**config.mk**
```make
export PLATFORM = sky130hd
export DESIGN_NAME = pls_seq_ctrl
export DESIGN_NICKNAME = d
export VERILOG_FILES = /design/src/rtl/pls_pkg.sv /design/src/rtl/pls_sync.sv /design/src/rtl/pls_loss_latch.sv /design/src/rtl/pls_nv_image.sv /design/src/rtl/pls_seq_fsm.sv /design/src/rtl/pls_seq_ctrl.sv
export SDC_FILE = /design/constraint.sdc
export NUM_CORES = 1
export LEC_CHECK = 0
export BUFFER_PORTS_ARGS = -buffer_cell sky130_fd_sc_hd__buf_2
export CORE_ASPECT_RATIO = 1.4
export CORE_MARGIN = 4
export CORE_UTILIZATION = 55
export CTS_BUF_LIST = sky130_fd_sc_hd__clkbuf_4 sky130_fd_sc_hd__clkbuf_8
export DETAILED_ROUTE_END_ITERATION = 8
export GPL_ROUTABILITY_DRIVEN = 0
export PLACE_DENSITY = 0.93
export SLEW_MARGIN = 20
export SYNTH_ARGS = -nofsm -noshare
export SYNTH_HDL_FRONTEND = slang
export SYNTH_SLANG_ARGS = --single-unit
export TNS_END_PERCENT = 30
```
**constraint.sdc**
```tcl
create_clock -name clk -period 1.97 [get_ports clk]
set_input_delay 0.2955 -clock clk [delete_from_list [all_inputs] [get_ports clk]]
set_output_delay 0.2955 -clock clk [all_outputs]
set_load 0.01 [all_outputs]
```
**src/rtl/pls_pkg.sv**
```systemverilog
package pls_pkg;
  typedef enum logic [2:0] {
    PH_HOLD, PH_RAIL, PH_RESTORE, PH_KEYUPD,
    PH_READY, PH_ENCRYPT, PH_BACKUP, PH_SHDN
  } phase_e;
endpackage

```
**src/rtl/pls_sync.sv**
```systemverilog
module pls_sync #(
  parameter int W      = 1,
  parameter int STAGES = 2
) (
  input  logic         clk,
  input  logic         rst_n,
  input  logic [W-1:0] d,
  output logic [W-1:0] q
);
  logic [W-1:0] chain [STAGES];

  always_ff @(posedge clk or negedge rst_n) begin
    if (!rst_n) begin
      for (int i = 0; i < STAGES; i++) chain[i] <= '0;
    end else begin
      chain[0] <= d;
      for (int i = 1; i < STAGES; i++) chain[i] <= chain[i-1];
    end
  end

  assign q = chain[STAGES-1];
endmodule

```
**src/rtl/pls_loss_latch.sv**
```systemverilog
module pls_loss_latch (
  input  logic clk,
  input  logic rst_n,
  input  logic loss_s,
  input  logic ack,
  output logic pend
);
  always_ff @(posedge clk or negedge rst_n) begin
    if (!rst_n)      pend <= 1'b0;
    else if (ack)    pend <= 1'b0;
    else if (loss_s) pend <= 1'b1;
  end

  AST_LOSS_KEPT: assert property (@(posedge clk) disable iff (!rst_n)
    (loss_s || pend) && !ack |=> pend);
endmodule

```
**src/rtl/pls_nv_image.sv**
```systemverilog
module pls_nv_image #(
  parameter int KIDX_W   = 16,
  parameter int SEED_IDX = 0
) (
  input  logic              clk,
  input  logic              rst_n,
  input  logic              load,
  input  logic              bump,
  input  logic              mark,
  input  logic              commit,
  output logic [KIDX_W-1:0] work_idx,
  output logic              work_pend,
  output logic [KIDX_W-1:0] nv_idx,
  output logic              nv_pend
);
  localparam logic [KIDX_W-1:0] SEED = KIDX_W'(SEED_IDX);

  always_ff @(posedge clk or negedge rst_n) begin
    if (!rst_n) begin
      work_idx  <= SEED;
      work_pend <= 1'b0;
    end else if (load) begin
      work_idx  <= nv_idx;
      work_pend <= nv_pend;
    end else if (bump) begin
      work_idx  <= work_idx + 1'b1;
      work_pend <= 1'b0;
    end else if (mark) begin
      work_pend <= 1'b1;
    end
  end

  always_ff @(posedge clk or negedge rst_n) begin
    if (!rst_n) begin
      nv_idx  <= SEED;
      nv_pend <= 1'b0;
    end else if (commit) begin
      nv_idx  <= work_idx;
      nv_pend <= work_pend;
    end
  end
endmodule

```
**src/rtl/pls_seq_fsm.sv**
```systemverilog
module pls_seq_fsm
  import pls_pkg::*;
(
  input  logic   clk,
  input  logic   rst_n,
  input  logic   cap_s,
  input  logic   rail_s,
  input  logic   pwr_s,
  input  logic   loss_pend,
  input  logic   restore_done,
  input  logic   keyupd_done,
  input  logic   chal_req,
  input  logic   enc_done,
  input  logic   backup_done,
  output phase_e phase,
  output logic   emerg,
  output logic   ack,
  output logic   load,
  output logic   bump,
  output logic   mark,
  output logic   commit
);
  phase_e nxt;
  logic   emerg_d;

  always_comb begin
    nxt     = phase;
    emerg_d = emerg;
    ack     = 1'b0;
    load    = 1'b0;
    bump    = 1'b0;
    mark    = 1'b0;
    commit  = 1'b0;
    unique case (phase)
      PH_HOLD: begin
        if (loss_pend) begin
          ack = 1'b1;
          nxt = PH_SHDN;
        end else if (cap_s) begin
          nxt = PH_RAIL;
        end
      end
      PH_RAIL: begin
        if (loss_pend) begin
          ack = 1'b1;
          nxt = PH_SHDN;
        end else if (rail_s) begin
          nxt = PH_RESTORE;
        end
      end
      PH_RESTORE: begin
        if (loss_pend) begin
          ack     = 1'b1;
          emerg_d = 1'b1;
        end
        if (restore_done) begin
          load = 1'b1;
          nxt  = PH_KEYUPD;
        end
      end
      PH_KEYUPD: begin
        if (emerg) begin
          ack = loss_pend;
          if (keyupd_done) begin
            bump = 1'b1;
            nxt  = PH_BACKUP;
          end
        end else if (keyupd_done) begin
          bump = 1'b1;
          ack  = loss_pend;
          nxt  = loss_pend ? PH_BACKUP : PH_READY;
        end else if (loss_pend) begin
          mark = 1'b1;
          ack  = 1'b1;
          nxt  = PH_BACKUP;
        end
      end
      PH_READY: begin
        if (loss_pend) begin
          ack = 1'b1;
          nxt = PH_BACKUP;
        end else if (chal_req) begin
          nxt = PH_ENCRYPT;
        end
      end
      PH_ENCRYPT: begin
        if (loss_pend) begin
          ack = 1'b1;
          nxt = PH_BACKUP;
        end else if (enc_done) begin
          nxt = PH_READY;
        end
      end
      PH_BACKUP: begin
        ack = 1'b1;
        if (backup_done) begin
          commit  = 1'b1;
          emerg_d = 1'b0;
          nxt     = PH_SHDN;
        end
      end
      PH_SHDN: begin
        ack = 1'b1;
        if (!pwr_s) nxt = PH_HOLD;
      end
      default: nxt = PH_HOLD;
    endcase
  end

  always_ff @(posedge clk or negedge rst_n) begin
    if (!rst_n) begin
      phase <= PH_HOLD;
      emerg <= 1'b0;
    end else begin
      phase <= nxt;
      emerg <= emerg_d;
    end
  end

  AST_BACKUP_HELD: assert property (@(posedge clk) disable iff (!rst_n)
    (phase == PH_BACKUP) && !backup_done |=> (phase == PH_BACKUP));

  AST_EMERG_NO_WINDOW: assert property (@(posedge clk) disable iff (!rst_n)
    emerg |-> (phase != PH_READY) && (phase != PH_ENCRYPT));

  AST_EMERG_FINISHES_UPDATE: assert property (@(posedge clk) disable iff (!rst_n)
    (phase == PH_KEYUPD) && emerg && !keyupd_done |=> (phase == PH_KEYUPD));
endmodule

```
**src/rtl/pls_seq_ctrl.sv**
```systemverilog
module pls_seq_ctrl
  import pls_pkg::*;
#(
  parameter int KIDX_W      = 16,
  parameter int SEED_IDX    = 0,
  parameter int SYNC_STAGES = 2
) (
  input  logic              clk,
  input  logic              rst_n,
  input  logic              cap_charged_i,
  input  logic              nv_rail_ok_i,
  input  logic              pwr_lost_i,
  input  logic              restore_done_i,
  input  logic              keyupd_done_i,
  input  logic              chal_req_i,
  input  logic              enc_done_i,
  input  logic              backup_done_i,
  output logic              rst_release_o,
  output logic              rail_req_o,
  output logic              restore_go_o,
  output logic              keyupd_go_o,
  output logic              keyupd_resume_o,
  output logic              chal_ready_o,
  output logic              enc_en_o,
  output logic              backup_go_o,
  output logic              shdn_ack_o,
  output logic [KIDX_W-1:0] key_idx_o,
  output logic [KIDX_W-1:0] nv_key_idx_o,
  output logic              nv_pend_o
);
  localparam int NSYNC = 3;

  logic [NSYNC-1:0] async_in, sync_out;
  logic cap_s, rail_s, pwr_s;
  logic loss_pend, ack, load, bump, mark, commit, emerg, work_pend;
  phase_e phase;

  assign async_in = {cap_charged_i, nv_rail_ok_i, pwr_lost_i};
  assign {cap_s, rail_s, pwr_s} = sync_out;

  pls_sync #(.W(NSYNC), .STAGES(SYNC_STAGES)) u_sync (
    .clk(clk), .rst_n(rst_n), .d(async_in), .q(sync_out)
  );

  pls_loss_latch u_latch (
    .clk(clk), .rst_n(rst_n), .loss_s(pwr_s), .ack(ack), .pend(loss_pend)
  );

  pls_seq_fsm u_fsm (
    .clk(clk), .rst_n(rst_n), .cap_s(cap_s), .rail_s(rail_s), .pwr_s(pwr_s),
    .loss_pend(loss_pend), .restore_done(restore_done_i),
    .keyupd_done(keyupd_done_i), .chal_req(chal_req_i), .enc_done(enc_done_i),
    .backup_done(backup_done_i), .phase(phase), .emerg(emerg), .ack(ack),
    .load(load), .bump(bump), .mark(mark), .commit(commit)
  );

  pls_nv_image #(.KIDX_W(KIDX_W), .SEED_IDX(SEED_IDX)) u_image (
    .clk(clk), .rst_n(rst_n), .load(load), .bump(bump), .mark(mark),
    .commit(commit), .work_idx(key_idx_o), .work_pend(work_pend),
    .nv_idx(nv_key_idx_o), .nv_pend(nv_pend_o)
  );

  assign rst_release_o   = (phase != PH_HOLD) && (phase != PH_SHDN);
  assign rail_req_o      = rst_release_o;
  assign restore_go_o    = (phase == PH_RESTORE);
  assign keyupd_go_o     = (phase == PH_KEYUPD);
  assign keyupd_resume_o = keyupd_go_o && work_pend;
  assign chal_ready_o    = (phase == PH_READY);
  assign enc_en_o        = (phase == PH_ENCRYPT);
  assign backup_go_o     = (phase == PH_BACKUP);
  assign shdn_ack_o      = (phase == PH_SHDN);

  AST_RESTORE_AFTER_RAIL: assert property (@(posedge clk) disable iff (!rst_n)
    $rose(restore_go_o) |-> $past(rail_s));

  AST_WINDOW_AFTER_UPDATE: assert property (@(posedge clk) disable iff (!rst_n)
    $rose(chal_ready_o) |-> ($past(keyupd_go_o) || $past(enc_en_o)));

  AST_RELEASE_NEEDS_CAP: assert property (@(posedge clk) disable iff (!rst_n)
    $rose(rst_release_o) |-> $past(cap_s));
endmodule

```
==> results.txt <==
----------------------------------------------------
[Outcome]
  Run status ... finished clean

[Synthesis]
  #FFs+latches synth ... 45
  Cell Area, Synth ... between 0.002 and 0.0025 mm²
  Synthesized Nets ... approximately 220
  Leading post-synthesis cells by cell area ... sky130_fd_sc_hd__dfrtp_1, sky130_fd_sc_hd__mux2_2, sky130_fd_sc_hd__nand2_1
  Simple-gate portion of the synthesized area ... approximately 18%
  Most used flip-flop cell after synthesis ... sky130_fd_sc_hd__dfrtp_1
  Share of synthesized registers carrying an async set or reset ... 100%
  Number of enable flip-flop cells after synthesis ... 0
  Dominant combinational cell family by area after synthesis ... simple AND/OR/NAND/NOR gates
  Xor and xnor fraction of the mapped netlist area ... roughly 1.2%
  Share of the synthesized area in the top cell type ... about 50%
  Number of unique standard cell types used by synthesis ... 51
  Proportion of synthesized chip area in sequential cells ... approximately half
  Largest area contributor in the synthesized netlist ... sky130_fd_sc_hd__dfrtp_1
  Synthesized area divided by synthesized cell count ... 10.7 µm²
  Most instantiated library cell after synthesis ... sky130_fd_sc_hd__dfrtp_1
  Gate count after technology mapping ... between 200 and 250
  Count of warnings emitted by yosys ... 0
  Adder and majority cell fraction of the synthesized area ... less than 1%
  Share of the synthesized area in compound gates (AO/OA/AOI/OAI) ... 13.2%
  Top cell types by occurrence after synthesis ... sky130_fd_sc_hd__dfrtp_1, sky130_fd_sc_hd__nand2_1, sky130_fd_sc_hd__mux2_2
  Share of synthesized area spent on multiplexers ... 11.3%

[Clock network]
  TritonCTS buffer count ... 5
  Clock-pin transition on the worst setup and hold timing paths ... ~0.090 ns
  Latest clock arrival within the worst-skew pair ... roughly 0.30 ns
  Clock sink count ... 45
  Clock tree from TritonCTS ... built
  Clock tree root driver cell ... sky130_fd_sc_hd__clkbuf_8
  H-tree Lvls ... 2
  Setup fix buffers added after clock tree synthesis ... 0
  Resize count post-CTS ... 0
  Maximum clock path buffer count ... 2

[Placed design]
  Placed cell count ... ~300
  Buffers added on ports ... 51
  DP HPWL ... 3830 µm

[Routing]
  Drt via density ... approximately 6.2
  Remaining DRCs ... 0
  Wire per inst ... about 17 µm
  Number of routed nets with antenna violations ... 0
  Total Wirelength ... approximately 5300 µm
  Overall via count from detail_route ... roughly 1,900
  Drt pass-1 iters ... 4
  Number of DRC markers after the initial detailed-route iteration ... 111

[Timing]
  Slew margin rel. ... between 60 and 70%
  Tightest Pin Transition ... approximately 0.52 ns
  Final hold viol count ... 0
  Pins Over Slew Limit ... 0
  Setup tns final ... 0 ns
  Min Clock Period, post-route ... 1.85 ns
  Setup repair after global routing missed its margin ... false
  Max Clk Rate ... between 0.5 and 0.6 GHz
  Worst hold slack across all endpoints ... ~0.10 ns
  Setup violation total in the final timing report ... 0
  Setup clock skew after layout ... 0.00739 ns
  Final worst path period share ... approximately 94%

[Worst setup path]
  CP Max Fanout ... 8
  Signal arrival time at the worst endpoint ... 2.03 ns
  Worst reg2reg setup slack ... ~0.12 ns
  Worst setup endpoint ... u_image.work_idx[13]$_DFFE_PN0P_
  Data required, critical path ... 2.15 ns
  Endpoint kind of the worst setup timing path ... flop
  Worst flop-to-flop path endpoint ... u_image.work_idx[13]$_DFFE_PN0P_
  Kind of start point of the critical path ... flop
  FF-to-FF path depth ... 4
  Start point of the critical path ... u_image.work_idx[7]$_DFFE_PN0P_
  Type of the setup path with the least slack ... reg -> reg
  R2r startpoint ... u_image.work_idx[7]$_DFFE_PN0P_

[Global routing]
  Maximum number of pins on one net before global-route repair ... 26
  Vias in the first global route ... between 1,500 and 2,000
  First-pass GRT wire length ... between 8000 and 9000 µm
  GR Overflow Total ... 0
  Antenna violations before repair ... 0
  Total global-route track usage ... between 20 and 25%

[Floorplan]
  Cell row count ... 27
  Initial core utilization ... 56.8%
  Top-Level Pins ... 52
  Floorplan die width ... around 62 µm
  Die boundary height ... roughly 83 µm
  Die Outline Area ... around 0.0051 mm²
  Core ar. ... around 0.0039 mm²

[Cells and area]
  Ratio of cells with drive above 1 in the final layout ... a little over a third
  Area growth syn-to-layout ... 18.2%
  Layout net count ... roughly 280
  Post-layout util ... between 60% and 70%
  Post-Layout Cell Count ... between 300 and 400
  Number of fillers in the final layout ... 319
  Count of inserted antenna diode cells ... 0

[Pwr]
  Power share of the clock group ... between 10% and 20%
  Pint ... about 1.9 mW
  Static leakage power ... 1.32 nW
  Switching power share of the total ... between 30% and 40%
  Sequential Power Share ... 42.5%
  Worst voltage drop across the vdd grid ... approximately 0.0008 V
  Power Density ... between 1000 and 1500 mW/mm²
  Logic gate share of total power ... 38.0%
  Psw ... ~1.2 mW

[Worst hold path]
  Path category of the worst min-delay check ... in -> reg

[Flow run]
  Number of max-cap violations ... 0

----------------------------------------------------
[final cells by class]
cell class / instances / area, µm² / area share [%]
flip-flops and latches: 45 / 1130 / 42.8
multi-input cells: 145 / 990 / 37.6
repair buffers: 61 / 345 / 13.1
clock buffers: 7 / 83.8 / 3.19
well taps: 43 / 53.8 / 2.05
inverters: 6 / 22.5 / 0.857
clock inverters: 1 / 7.51 / 0.286
[worst max-delay path, cell delays in order, from the launching register on]
cell and delay, ns:
sky130_fd_sc_hd__dfrtp_1 0.47, sky130_fd_sc_hd__nand4_2 0.21, sky130_fd_sc_hd__or4_4 0.56, sky130_fd_sc_hd__a21o_1 0.19, sky130_fd_sc_hd__a221o_1 0.29
[logic make-up after synthesis]
| logic type | Yosys count |
|---|---|
| compound gates | 43 |
| simple gates | 75 |
| mux | 23 |
| buf+inv | 18 |
| xor+xnor | 3 |
| flops | 45 |
| fa+ha+maj | 1 |
[flip-flops by register name, summed over array words and instances, names as in the netlist]
signal and flops:
u_image.work_idx 16, u_sync.q 3, u_sync.chain 3, u_fsm.phase 3, u_image.nv_pend 1, u_image.work_pend 1
u_image.nv_idx 16, u_fsm.emerg 1, u_latch.pend 1
[how the worst min path moves through the flow]
stage | slack [ns] | cells after the start | to | from
after detailed placement | 0.30 | 1 | u_sync.chain[5]$_DFF_PN0_ | rst_n
final | 0.10 | 1 | u_sync.chain[3]$_DFF_PN0_ | pwr_lost_i
after floorplan | -0.00009 | 0 | u_fsm.emerg$_DFFE_PN0P_ | rst_n
after global placement | 0.29 | 1 | u_sync.chain[5]$_DFF_PN0_ | rst_n
after CTS | 0.09 | 1 | u_sync.chain[5]$_DFF_PN0_ | cap_charged_i
after global routing | 0.08 | 1 | u_sync.chain[5]$_DFF_PN0_ | cap_charged_i
[power by group through the flow]
| stage | registers, mW | clock network (mW) | logic [mW] |
|---|---|---|---|
| after CTS | 1.28 | 0.605 | 1.15 |
| after floorplan | 1.30 | 0 | 0.737 |
| after detailed placement | 1.30 | 0 | 1.14 |
| after global placement | 1.28 | 0 | 1.11 |
| final | 1.28 | 0.587 | 1.15 |
| after global routing | 1.32 | 0.640 | 1.26 |
[through the flow]
stage / power, mW / area (µm²) / setup slack (ns)
floorplan: 2.04 / 2220 / 0.227
global placement: 2.39 / 2530 / 0.249
detailed placement: 2.44 / 2530 / 0.172
CTS: 3.04 / 2630 / 0.142
global route: 3.22 / 2630 / 0.0255
finish: 3.02 / 2630 / 0.124
[layer usage]
layer | GRT usage, % | vias to the layer above | wire length, µm
met5 | 0 | - | 0
met3 | 4.51 | 14 | 274
met4 | 10.0 | 0 | 137
met2 | 36.4 | 74 | 2800
met1 | 29.5 | 958 | 2090
li1 | - | 874 | -
[timing repair]
action | in CTS | in global routing
hold buffers | 1 | 0
hold endpoints to repair | 20 | 0
setup endpoints to repair | 0 | 0
[cell usage in the layout (no fill, tap or decap), types with 2 or more instances in the layout]
master                      n
sky130_fd_sc_hd__buf_2     51
sky130_fd_sc_hd__dfrtp_1   45
sky130_fd_sc_hd__nand2_1   21
sky130_fd_sc_hd__mux2_2    17
sky130_fd_sc_hd__nor2_1    12
sky130_fd_sc_hd__a21oi_1   10
sky130_fd_sc_hd__o21ai_0    8
sky130_fd_sc_hd__buf_4      8
sky130_fd_sc_hd__inv_1      6
sky130_fd_sc_hd__nor3_1     6
sky130_fd_sc_hd__nand3_1    6
sky130_fd_sc_hd__mux2i_1    6
sky130_fd_sc_hd__nand4_1    6
sky130_fd_sc_hd__clkbuf_8   5
sky130_fd_sc_hd__nor4_1     4
sky130_fd_sc_hd__o311ai_0   4
sky130_fd_sc_hd__and3_1     3
sky130_fd_sc_hd__o211ai_1   3
sky130_fd_sc_hd__xor2_1     3
sky130_fd_sc_hd__nor2b_1    2
sky130_fd_sc_hd__a211oi_1   2
sky130_fd_sc_hd__a221o_1    2
sky130_fd_sc_hd__a22oi_1    2
sky130_fd_sc_hd__a32oi_1    2
sky130_fd_sc_hd__clkbuf_4   2
(Power assumes the default switching activity.)
